<file path="config.mk">
export PLATFORM = sky130hd
export DESIGN_NAME = grid_interp_top
export DESIGN_NICKNAME = d
export VERILOG_FILES = /design/src/rtl/grid_interp_pkg.sv /design/src/rtl/grid_index_split.sv /design/src/rtl/grid_point_table.sv /design/src/rtl/grid_lerp_stage.sv /design/src/rtl/grid_interp_top.sv
export SDC_FILE = /design/constraint.sdc
export NUM_CORES = 1
export LEC_CHECK = 0
export ABC_CLOCK_PERIOD_IN_PS = 14400
export BUFFER_PORTS_ARGS = -buffer_cell sky130_fd_sc_hd__buf_2
export CORE_ASPECT_RATIO = 2
export CORE_UTILIZATION = 55
export CTS_CLUSTER_DIAMETER = 30
export DETAILED_ROUTE_END_ITERATION = 10
export PLACE_DENSITY = 0.83
export SETUP_SLACK_MARGIN = 0.4
export SYNTH_ARGS = -nofsm -noshare
export SYNTH_HDL_FRONTEND = slang
export SYNTH_SLANG_ARGS = --single-unit
</file>
<file path="constraint.sdc">
create_clock -name clk -period 14.4 [get_ports clk]
set_clock_uncertainty 0.05 [all_clocks]
set_input_delay 0.72 -clock clk [delete_from_list [all_inputs] [get_ports clk]]
set_output_delay 0.72 -clock clk [all_outputs]
set_load 0.05 [all_outputs]
</file>
<file path="src/rtl/grid_interp_pkg.sv">
package grid_interp_pkg;
  localparam int CODE_BITS = 12;
  localparam int SEG_BITS  = 4;
  localparam int VALUE_BITS = 16;

  function automatic int point_count(input int seg_bits);
    return (1 << seg_bits) + 1;
  endfunction
endpackage

</file>
<file path="src/rtl/grid_index_split.sv">
module grid_index_split #(
  parameter int CODE_W = 12,
  parameter int K      = 4,
  localparam int FRAC_W = CODE_W - K,
  localparam int ADDR_W = K + 1
) (
  input  logic [CODE_W-1:0]        code,
  output logic [1:0][ADDR_W-1:0]   rd_addr,
  output logic [FRAC_W-1:0]        frac
);
  logic [K-1:0] seg;

  always_comb begin
    seg        = code[CODE_W-1 -: K];
    frac       = code[FRAC_W-1:0];
    rd_addr[0] = {1'b0, seg};
    rd_addr[1] = {1'b0, seg} + {{(ADDR_W-1){1'b0}}, 1'b1};
  end
endmodule

</file>
<file path="src/rtl/grid_point_table.sv">
module grid_point_table #(
  parameter int VAL_W  = 16,
  parameter int DEPTH  = 17,
  parameter int ADDR_W = 5
) (
  input  logic                     clk,
  input  logic                     rst,
  input  logic                     wr_en,
  input  logic [ADDR_W-1:0]        wr_addr,
  input  logic [VAL_W-1:0]         wr_data,
  input  logic                     rd_en,
  input  logic [1:0][ADDR_W-1:0]   rd_addr,
  output logic [1:0][VAL_W-1:0]    rd_data
);
  logic wr_ok;
  assign wr_ok = wr_en && (int'(wr_addr) < DEPTH);

  for (genvar c = 0; c < 2; c++) begin : g_copy
    logic [VAL_W-1:0] mem [DEPTH];
    always_ff @(posedge clk) begin
      if (wr_ok) mem[wr_addr] <= wr_data;
      if (rd_en) rd_data[c] <= mem[rd_addr[c]];
    end
  end


  write_visible_chk: assert property (@(posedge clk) disable iff (rst)
    wr_ok ##1 (rd_en && rd_addr[0] == $past(wr_addr) && !wr_ok)
      |=> rd_data[0] == $past(wr_data, 2));
endmodule

</file>
<file path="src/rtl/grid_lerp_stage.sv">
module grid_lerp_stage #(
  parameter int VAL_W  = 16,
  parameter int FRAC_W = 8,
  localparam int PROD_W = VAL_W + FRAC_W + 2
) (
  input  logic                    clk,
  input  logic                    rst,
  input  logic                    in_vld,
  input  logic [VAL_W-1:0]        p_lo,
  input  logic [VAL_W-1:0]        p_hi,
  input  logic [FRAC_W-1:0]       frac,
  output logic                    out_vld,
  output logic [VAL_W-1:0]        result
);
  logic [VAL_W:0]          diff;
  logic [PROD_W-1:0]       diff_x, frac_x, prod, step, base_x, total;
  logic [PROD_W-VAL_W-1:0] total_hi;
  logic [VAL_W-1:0]        total_lo;

  always_comb begin
    diff     = {p_hi[VAL_W-1], p_hi} - {p_lo[VAL_W-1], p_lo};
    diff_x   = {{(PROD_W-VAL_W-1){diff[VAL_W]}}, diff};
    frac_x   = {{(PROD_W-FRAC_W){1'b0}}, frac};
    prod     = diff_x * frac_x;
    step     = $signed(prod) >>> FRAC_W;
    base_x   = {{(PROD_W-VAL_W){p_lo[VAL_W-1]}}, p_lo};
    total    = base_x + step;
    {total_hi, total_lo} = total;
  end

  always_ff @(posedge clk) begin
    if (rst) begin
      out_vld <= 1'b0;
      result  <= '0;
    end else begin
      out_vld <= in_vld;
      if (in_vld) result <= total_lo;
    end
  end


  result_fits_chk: assert property (@(posedge clk) disable iff (rst)
    in_vld |-> (total_hi == {(PROD_W-VAL_W){total_lo[VAL_W-1]}}));


  grid_exact_chk: assert property (@(posedge clk) disable iff (rst)
    (in_vld && frac == '0) |=> result == $past(p_lo));


  between_ends_chk: assert property (@(posedge clk) disable iff (rst)
    in_vld |=> (($signed(result) >= $signed($past(p_lo)) && $signed(result) <= $signed($past(p_hi))) ||
                ($signed(result) <= $signed($past(p_lo)) && $signed(result) >= $signed($past(p_hi)))));
endmodule

</file>
<file path="src/rtl/grid_interp_top.sv">
module grid_interp_top
  import grid_interp_pkg::*;
#(
  parameter int CODE_W = CODE_BITS,
  parameter int K      = SEG_BITS,
  parameter int VAL_W  = VALUE_BITS,
  localparam int FRAC_W = CODE_W - K,
  localparam int ADDR_W = K + 1,
  localparam int DEPTH  = (1 << K) + 1
) (
  input  logic              clk,
  input  logic              rst,
  input  logic              in_valid,
  output logic              in_ready,
  input  logic [CODE_W-1:0] in_code,
  output logic              out_valid,
  output logic [VAL_W-1:0]  out_value,
  input  logic              tbl_wr_en,
  input  logic [ADDR_W-1:0] tbl_wr_addr,
  input  logic [VAL_W-1:0]  tbl_wr_data
);
  logic                    ready_q, accept, vld_s1;
  logic [1:0][ADDR_W-1:0]  rd_addr;
  logic [1:0][VAL_W-1:0]   rd_data;
  logic [FRAC_W-1:0]       frac_s0, frac_s1;

  assign in_ready = ready_q;
  assign accept   = in_valid && ready_q;

  always_ff @(posedge clk) begin
    if (rst) begin
      ready_q <= 1'b0;
      vld_s1  <= 1'b0;
      frac_s1 <= '0;
    end else begin
      ready_q <= 1'b1;
      vld_s1  <= accept;
      if (accept) frac_s1 <= frac_s0;
    end
  end

  grid_index_split #(.CODE_W(CODE_W), .K(K)) split_i (
    .code(in_code), .rd_addr(rd_addr), .frac(frac_s0)
  );

  grid_point_table #(.VAL_W(VAL_W), .DEPTH(DEPTH), .ADDR_W(ADDR_W)) table_i (
    .clk(clk), .rst(rst),
    .wr_en(tbl_wr_en), .wr_addr(tbl_wr_addr), .wr_data(tbl_wr_data),
    .rd_en(accept), .rd_addr(rd_addr), .rd_data(rd_data)
  );

  grid_lerp_stage #(.VAL_W(VAL_W), .FRAC_W(FRAC_W)) lerp_i (
    .clk(clk), .rst(rst), .in_vld(vld_s1),
    .p_lo(rd_data[0]), .p_hi(rd_data[1]), .frac(frac_s1),
    .out_vld(out_valid), .result(out_value)
  );


  reset_quiet_chk: assert property (@(posedge clk)
    rst |=> (!out_valid && !in_ready));


  latency_two_chk: assert property (@(posedge clk) disable iff (rst)
    (in_valid && in_ready) |=> ##1 out_valid);


  no_spurious_chk: assert property (@(posedge clk) disable iff (rst)
    (!(in_valid && in_ready)) |=> ##1 !out_valid);
endmodule

</file>
* Word level (Yosys, flattened, before mapping)
Memories as Yosys holds them, arrays and structs flattened. A register that Yosys moved wholly into a read port is not among the register bits.
Index checks and enable logic that the tools add are counted.
** Word-level totals
- Bits in registers :: 27
- Memory bits (writable) :: 544
- Output and inout port bits :: 18
- Logic and storage cells :: 17
- Memories kept :: 2
** Operators by class
- Add/subtract/negate cells :: 3
- Multipliers :: 1
- $lt $le $gt $ge :: 1
- Multiplexer cells :: 3
- Reduce and logical (&&, ||, !) cells :: 2
** Memories
- table_i.g_copy[0].mem :: depth 17, width 16, rd ports 1, clocked after Yosys merged registers in 1, write ports 1, RTL line grid_point_table.sv:19 : logic [VAL_W-1:0] mem [DEPTH];
- table_i.g_copy[1].mem :: depth 17, width 16, rd ports 1, clocked after Yosys merged registers in 1, write ports 1, RTL line grid_point_table.sv:19
** Operators by type and width (count)
- 17-bit by 9-bit multiplier with 24-bit output :: 1
- 16-bit by 16-bit subtractor with 17-bit output :: 1
- 16-bit adder :: 1
- 4-bit by 1-bit adder with 5-bit output (second input constant) :: 1
- 5-bit less-than comparator (second input constant) :: 1
- 1-bit two-way mux :: 3
- 1-bit logical AND :: 2

* Depth between registers and ports, before layout
Gate-level depths: netlist of the first run.
- Depth in word-level cells :: 4
- Mapped depth :: 36
- Mapped depth without buffers :: 36

* By module
From an unflattened synthesis of the first run, not the netlist that was laid out.
** Second synthesis, totals
- Cell total of the unflattened synthesis :: 1538
- Area, all modules :: 20961.4 µm²
** By module, submodules not included
- grid_point_table :: times used 1, cells an instance 647, area an instance 13648.1 µm², seq. area each 9128.8 µm²
- grid_lerp_stage :: times used 1, cells an instance 829, area an instance 6730.2 µm², seq. area each 340.3 µm²
- grid_interp_top :: times used 1, cells an instance 42, area an instance 435.4 µm², seq. area each 200.2 µm²
- grid_index_split :: times used 1, cells an instance 20, area an instance 147.6 µm², seq. area each 0.0 µm²

* Least setup slack after synthesis of the first run
Ideal clock, no wire load.
- Path kind :: reg2reg
- From :: reg table_i.rd_data[1] (netlist name), read port of table_i.g_copy[0].mem
- To :: reg lerp_i.result[14]
- Arrival time :: 7.862 ns
- Slack :: 6.366 ns
- Stages on the path, launching flop included :: 34
- Path buffers :: 0
- Clock period less this slack :: 8.034 ns
- Path through :: edfxtp_1 > inv_1 > ha_1 > nor2b_1 > o21ai_0 > a21boi_0 > o21ai_0 > a21boi_0 > o21ai_1 > a21oi_1 > o41ai_4 > mux2_2 > fa_1 > inv_1 > fa_1 > fa_1 > inv_1 > fa_1 > inv_1 > ha_1 > nand3_1 > nor3_2 > a211o_4 > o21a_1 > a21oi_1 > xnor2_1 > ha_1 > and2_1 > a221oi_1 > o21ai_0 > a41oi_1 > a21oi_1 > nor4b_1 > a311o_1
** On the way
- Cells in the longest elaborated chain, start to end :: 3
** Ends and longest elaborated chain
- from (decl) :: RTL line grid_point_table.sv:13 : output logic [1:0][VAL_W-1:0] rd_data
- 16-bit by 16-bit subtractor with 17-bit output :: RTL line grid_lerp_stage.sv:21 : diff = {p_hi[VAL_W-1], p_hi} - {p_lo[VAL_W-1], p_lo};
- 17-bit by 9-bit multiplier with 24-bit output :: RTL line grid_lerp_stage.sv:24 : prod = diff_x * frac_x;
- 16-bit adder * :: RTL line grid_lerp_stage.sv:27 : total = base_x + step;
- to (signal assigned) :: RTL line grid_lerp_stage.sv:37 : if (in_vld) result <= total_lo;
- to (decl) :: RTL line grid_lerp_stage.sv:13 : output logic [VAL_W-1:0] result
Mark *: on every way between the ends. The rest lies on a longest branch, timed or not.
A chain may end at the register's enable or synchronous reset.

* Worst setup path after layout of the first run
Same ends and word-level chain as after synthesis.

==> results by group, run 1 <==
Timing
  • Max-slew violations: 0
  • RSZ-0062 raised after global routing: false
  • Final period utilization: 0.645
  • Sum Neg Setup Slack: 0 ns
  • FMAX: 108 MHz
  • Hold Vio Cnt, Final: 0
  • Final min period: 9.29 ns
  • Worst-Margin Slew: 1.11 ns
  • Max_slew headroom: 0.258
  • Setup-failing EPs final: 0

Synth
  • Distinct cells, synth: 63
  • #FFs+latches synth: 331
  • YS warnings: 0
  • Yosys top cell by area: edfxtp_1
  • EDFF count, synth: 304
  • Most frequent cell after synthesis: edfxtp_1
  • Post-synthesis sequential area ratio: 0.479
  • Post-synthesis async set-or-reset flop share: 0
  • Post-Syn Area: ~20000 µm²
  • Mapped Nets: 1591
  • Syn Inst Count: 1374
  • Yosys top cell area share: 0.452
  • Synth top cells by count: 304 x edfxtp_1, 171 x inv_1, 160 x mux4_2
  • Dominant synthesized flop cell: edfxtp_1
  • Synth top area cells: edfxtp_1 45%, mux4_2 18%, fa_1 10%
  • Mapped Avg Cell Area: 14.7 µm²

Die
  • Placeable core area: between 30000 and 40000 µm²
  • Die height: 273 µm
  • Initial Util: 0.562
  • Chip Width: between 100 and 150 µm
  • Die ar.: 37500 µm²
  • Rows: 98
  • # IOs: 55

Drt
  • DRT antenna net count: 0
  • Vias per std cell: approximately 6.4
  • Initial DRC count: 979
  • Via count: 12223
  • WL final: 49700 µm
  • Max Used Layer: met5
  • DR WL met3: 2670 µm
  • Wire per inst: 25.9 µm
  • WL met2: 28200 µm
  • WL met1: 15500 µm
  • DRC: 0
  • Pre-antenna DRT Iters: 5

Power
  • Worst vdd ir: 0.109 mV
  • Power, Total: 2.54 mW
  • Leak pwr: approximately 8.6 nW
  • Power density over the cells: between 100 and 150 nW/µm²

Critical path
  • CP Buf/Inv Count: 4
  • Slowest-stage cell, CP: xnor2_1
  • Startpoint types: flip-flop
  • Crit path capture type: flip-flop
  • CP Depth: 34
  • CP delay by family, top: compound AO/OA/AOI/OAI gates
  • Worst R2R Path Depth: 34
  • CP max stage delay: 0.58 ns
  • CP Data Arrival Time: a little under 10 ns
  • CP Max Fanout: 8
  • Critical path class: reg2reg
  • Critical Path RT: ~15 ns

CTS
  • Total setup buffers inserted after CTS: 0
  • Root Buffer: clkbuf_16
  • H-tree depth: 2
  • # hold bufs at CTS: 0
  • TritonCTS clock tree: yes
  • Reg clk slew, reported paths: 0.06 ns
  • Clk Latency, worst-skew pair: 0.55 ns
  • Cts repair resizes: 0
  • Max Root-Sink Buffers: 3
  • Clock sinks: 331
  • CTS buffer count: 37

Min path
  • Hold depth: 3
  • Worst hold path class: in2reg

Placed design
  • Gpl congestion: 0.938
  • DP HPWL: 34100 µm
  • PortBufs: 54

Global route
  • Vias in the first global route: 13387
  • Grt total ovfl: 0
  • Initial antenna violation count: 4
  • Overall routing resource usage: 0.280
  • First-pass GRT wire length: 75900 µm
  • Largest net degree at the start of global routing: 68

Run status
  • Status: completed

Run
  • Max Cap Viol: 0

Cells and area
  • Nets: between 1500 and 2000
  • Number of fill cells: 2558
  • Share of cells above drive strength 1: 0.250
  • Area growth syn-to-layout: 10.5%
==> layout make-up <==
class                      instances  area [µm²]  share of cell area
multi-input combinational        810        9680               0.434
sequential                       331        9670               0.433
clock buffer                      39         933              0.0418
inverter                         172         646              0.0289
tap                              450         563              0.0252
timing repair buffer              85         512              0.0229
clock inverter                    27         297              0.0133
antenna                            3        7.51            0.000337
==> placed cells by master, fill, tap and decap left out, drive strengths merged, types with 18 or more instances in the layout <==
cell / Yosys / routed
dfxtp: 27 / 27
nand3: 18 / 18
and2: 42 / 42
inv: 171 / 180
nor2: 61 / 61
a21oi: 27 / 27
fa: 104 / 104
nand2b: 25 / 25
mux4: 160 / 160
buf: 18 / 85
ha: 76 / 76
clkbuf: 43 / 39
nand2: 97 / 97
xnor2: 30 / 30
edfxtp: 304 / 304
mux2: 27 / 27
==> worst register-to-register path: cells and delay by family, from the launching register on <==
family,cells,cell delay (ns)
adder cells (fa/ha/maj),7,2.85
buffers and inverters,4,0.23
AND/OR/NAND/NOR,7,1.25
flip-flops,1,0.45
AO/OA/AOI/OAI,14,3.63
XOR/XNOR,2,0.73
==> sequential cells by signal, indices dropped and copies added, names as in the netlist <==
register	cells
table_i.rd_data	32
table_i.g_copy.mem	272
lerp_i.out_vld	1
lerp_i.result	16
frac_s1	8
in_ready	1
vld_s1	1
==> metrics by stage <==
step | setup slack, ns | utilization | area [µm²] | hold slack (ns) | instances
global route | 4.61 | 0.621 | 22300 | 0.367 | 1917
detailed placement | 5.16 | 0.587 | 21100 | 0.431 | 1848
floorplan | 6.37 | - | 20200 | 0.475 | 1374
global placement | 5.45 | 0.587 | 21100 | 0.419 | 1848
CTS | 5.09 | 0.621 | 22300 | 0.360 | 1914
finish | 5.11 | 0.621 | 22300 | 0.379 | 1917
==> power by group <==
group | internal [mW] | leakage, nW | switching [mW] | total (mW)
Combinational | 0.219 | 4.98 | 0.297 | 0.516
Clock | 0.514 | 0.600 | 0.423 | 0.937
Sequential | 1.07 | 2.97 | 0.0152 | 1.09
Total | 1.80 | 8.56 | 0.735 | 2.54
==> metal layers <==
layer / vias up / track usage
li1: 5168 / -
met3: 205 / 0.0326
met5: - / 0
met4: 2 / 0.190
met2: 575 / 0.515
met1: 6273 / 0.291
==> logic make-up (layout without fill, tap and decap cells) <==
logic type | count (synthesis) | in the layout | share of synthesized area
muxes | 204 | 204 | 0.202
buffers and inverters | 233 | 323 | 0.0443
AOI/OAI and AO/OA | 89 | 89 | 0.0333
xor gates and xnor gates | 44 | 44 | 0.0198
and+or+nand+nor | 293 | 293 | 0.0713
adders and majority gates | 180 | 180 | 0.150
other | 0 | 3 | 0
DFF | 331 | 331 | 0.479
==> worst paths after layout <==
kind	from	slack, ns	end
max	table_i.rd_data[1]	5.11	lerp_i.result[14]
min reg2reg	lerp_i.result[2]	0.44	lerp_i.result[2]
max reg2reg	table_i.rd_data[1]	5.11	lerp_i.result[14]
min	in_code[7]	0.38	frac_s1[7]
No activity file was read; power rests on OpenSTA's default activity.
==> inputs of run 2 (changes only) <==
--- a/config.mk
+++ b/config.mk
@@ -5,13 +5,13 @@
 export SDC_FILE = /design/constraint.sdc
 export NUM_CORES = 1
 export LEC_CHECK = 0
-export ABC_CLOCK_PERIOD_IN_PS = 14400
+export ABC_CLOCK_PERIOD_IN_PS = 7500
 export BUFFER_PORTS_ARGS = -buffer_cell sky130_fd_sc_hd__buf_2
 export CORE_ASPECT_RATIO = 2
 export CORE_UTILIZATION = 55
 export CTS_CLUSTER_DIAMETER = 30
 export DETAILED_ROUTE_END_ITERATION = 10
-export PLACE_DENSITY = 0.83
+export PLACE_DENSITY = 0.85
 export SETUP_SLACK_MARGIN = 0.4
 export SYNTH_ARGS = -nofsm -noshare
 export SYNTH_HDL_FRONTEND = slang
==> constraint.sdc (replaced) <==
create_clock -name clk -period 7.5 [get_ports clk]
set_clock_uncertainty 0.05 [all_clocks]
set_input_delay 0.375 -clock clk [delete_from_list [all_inputs] [get_ports clk]]
set_output_delay 0.375 -clock clk [all_outputs]
set_load 0.05 [all_outputs]
==> run 2 against run 1 <==
The run now ends with setup timing left. Core utilization is 3.7 points higher. Clock-buffer cell count unchanged. Fmax grew 14%. First-iteration DRC count up 32%. Critical path depth is the same. Sequential share of layout area fell by 2.4 points. Total power rose by 110%. Routed wire length rose by 13%. Die area unchanged. Critical path type unchanged. Largest power group unchanged.
==> results by group, run 2 (synthesized netlist as in run 1, its figures left out) <==
Critical path
  • Slowest-stage cell, CP: fa_1
  • Crit path capture type: flip-flop
  • CP Max Fanout: 4
  • Critical path class: reg2reg
  • CP delay by family, top: adder cells
  • CP Data Arrival Time: roughly 8.6 ns
  • R2r setup slk: -0.68 ns
  • Startpoint types: flip-flop
  • CP Buf/Inv Count: 8
  • Worst R2R Path Depth: 34
  • CP max stage delay: between 0.5 and 0.6 ns
  • RR Endpoint: lerp_i.result[14]
  • Critical Path RT: a little under 8 ns
  • Reg2Reg Launch Point: table_i.rd_data[1]

Drt
  • WL met1: roughly 17000 µm
  • DR WL met3: about 4000 µm
  • WL final: 56000 µm
  • Wire per inst: 27.8 µm
  • DRC: 0
  • Vias per std cell: about 6.6
  • DRT antenna net count: 0
  • Max Used Layer: met4
  • Pre-antenna DRT Iters: 7
  • Initial DRC count: 1289
  • WL met2: 29900 µm
  • Via count: 13236

Global route
  • Overall routing resource usage: 0.308
  • First-pass GRT wire length: 82900 µm
  • Largest net degree at the start of global routing: 69
  • Vias in the first global route: 14268
  • Grt total ovfl: 0
  • Initial antenna violation count: 1

Cells and area
  • Most common cell after layout, fill and taps aside: edfxtp_1
  • Commonest non-fill, non-tap cells in the layout: 304 x edfxtp_1, 164 x inv_1, 160 x mux4_2
  • Share of cells above drive strength 1: 0.343
  • Biggest regs: table_i.g_copy.mem (272), table_i.rd_data (32), lerp_i.result (16)
  • Nets: 1758
  • Area growth syn-to-layout: 17.1%
  • Number of fill cells: 2312
  • Post-Layout Cell Count: 2018
  • Max reg flops: around 270
  • Most flops, register: table_i.g_copy.mem

Die
  • Rows: 98
  • # IOs: 55
  • Die height: 273 µm
  • Placeable core area: 35900 µm²
  • Die ar.: around 38000 µm²
  • Chip Width: 137 µm
  • Initial Util: 0.562

Timing
  • Final min period: ~8.2 ns
  • FMAX: about 120 MHz
  • Setup ws final: -0.676 ns
  • RSZ-0062 raised after global routing: true
  • Max_slew headroom: 0.205
  • Final period utilization: 1.09
  • Setup-failing EPs final: 10
  • Hold Vio Cnt, Final: 0
  • Worst-Margin Slew: about 1.2 ns
  • Max-slew violations: 0

CTS
  • Root Buffer: clkbuf_16
  • Clk Latency, worst-skew pair: 0.56 ns
  • Max Root-Sink Buffers: 3
  • Clock sinks: 331
  • H-tree depth: 2
  • CTS buffer count: 35
  • Reg clk slew, reported paths: 0.06 ns
  • TritonCTS clock tree: yes

Power
  • Leak pwr: just over 9 nW
  • Power, Total: 5.29 mW
  • Worst vdd ir: approximately 0.22 mV
  • Power density over the cells: roughly 220 nW/µm²

Placed design
  • Placed cell count: 1924
  • PortBufs: 54
  • Gpl congestion: around 0.90
  • Place WS: -0.511 ns
  • DP HPWL: 35500 µm

Run status
  • Failing checks: setup timing
  • Status: complete, but fails checks

Min path
  • Worst Hold End: frac_s1[1]
  • Hold depth: 3
  • Worst hold path class: in2reg
  • Worst hold start: in_code[1]

Run
  • Max Cap Viol: 0
-- run 2: cell count changes in the layout (fill, tap and decap cells not counted), moves of 5 or more --
cell / change
buf_6: +11
xnor2_2: +7
inv_1: -7
clkinv_4: -5
inv_2: +7
o21ai_0: -7
mux2_2: -9
mux2_4: +9
a21oi_1: -12
ha_1: -13
xnor2_1: -7
a21oi_2: +9
ha_4: +9
buf_4: +95
-- run 2: worst max-delay path by stage --
stage | startpoint | to | slack, ns | depth (start not counted)
floorplan | table_i.rd_data[1] | lerp_i.result[14] | -0.08 | 33
global placement | table_i.rd_data[0] | lerp_i.result[15] | -0.28 | 32
detailed placement | table_i.rd_data[0] | lerp_i.result[15] | -0.51 | 33
CTS | table_i.rd_data[0] | lerp_i.result[14] | -0.31 | 32
global route | table_i.rd_data[1] | lerp_i.result[14] | -0.79 | 38
finish | table_i.rd_data[1] | lerp_i.result[14] | -0.68 | 34
-- run 2: timing repair --
| action | 4_1_cts | 5_1_grt |
|---|---|---|
| resized for setup | 66 | 27 |
| endpoints found under the hold margin | 0 | 0 |
| hold buffers | 0 | 0 |
| setup endpoints to repair | 13 | 13 |
| pin swaps | 55 | 52 |
| buffers inserted | 18 | 12 |
-- run 2: where the power goes --
part	switching [mW]	total, mW	internal [mW]
clock	0.806	1.77	0.968
sequential	0.0316	2.09	2.06
combinational	0.756	1.43	0.670
total	1.59	5.29	3.70
-- run 2: layout make-up --
| cell class | instances | area [µm²] | area share |
|---|---|---|---|
| antenna | 1 | 2.50 | 0.000106 |
| clock buffer | 39 | 891 | 0.0377 |
| clock inverter | 24 | 294 | 0.0124 |
| inverter | 172 | 646 | 0.0273 |
| multi-input combinational | 810 | 10200 | 0.432 |
| sequential | 331 | 9670 | 0.409 |
| tap | 450 | 563 | 0.0238 |
| timing repair buffer | 191 | 1350 | 0.0571 |
-- run 2: worst reg2reg max path: cells and delay by family, from the launching register on --
| family | cells | cell delay, ns |
|---|---|---|
| AO/OA/AOI/OAI | 11 | 2.48 |
| XOR/XNOR | 2 | 0.34 |
| adder cells (fa/ha/maj) | 7 | 2.96 |
| buffers and inverters | 8 | 0.98 |
| flip-flops | 1 | 0.42 |
| AND/OR/NAND/NOR | 6 | 0.87 |
-- run 2: per-layer routing --
metal / global-route usage / vias to the layer above
met5: 0 / -
met4: 0.235 / 0
met3: 0.0460 / 293
met2: 0.540 / 810
met1: 0.324 / 6765
li1: - / 5368
-- run 2: stage by stage --
stage          hold slack (ns)  TNS (ns)  area (µm²)  utilization
5_1_grt                 0.0605     -6.47       23600        0.658
6_report                0.0376     -5.07       23600        0.658
4_1_cts                 0.0300     -1.14       23400        0.651
2_1_floorplan            0.424   -0.0826       20300            -
3_3_place_gp             0.424     -1.11       21800        0.606
3_5_place_dp             0.431     -2.94       21800        0.606
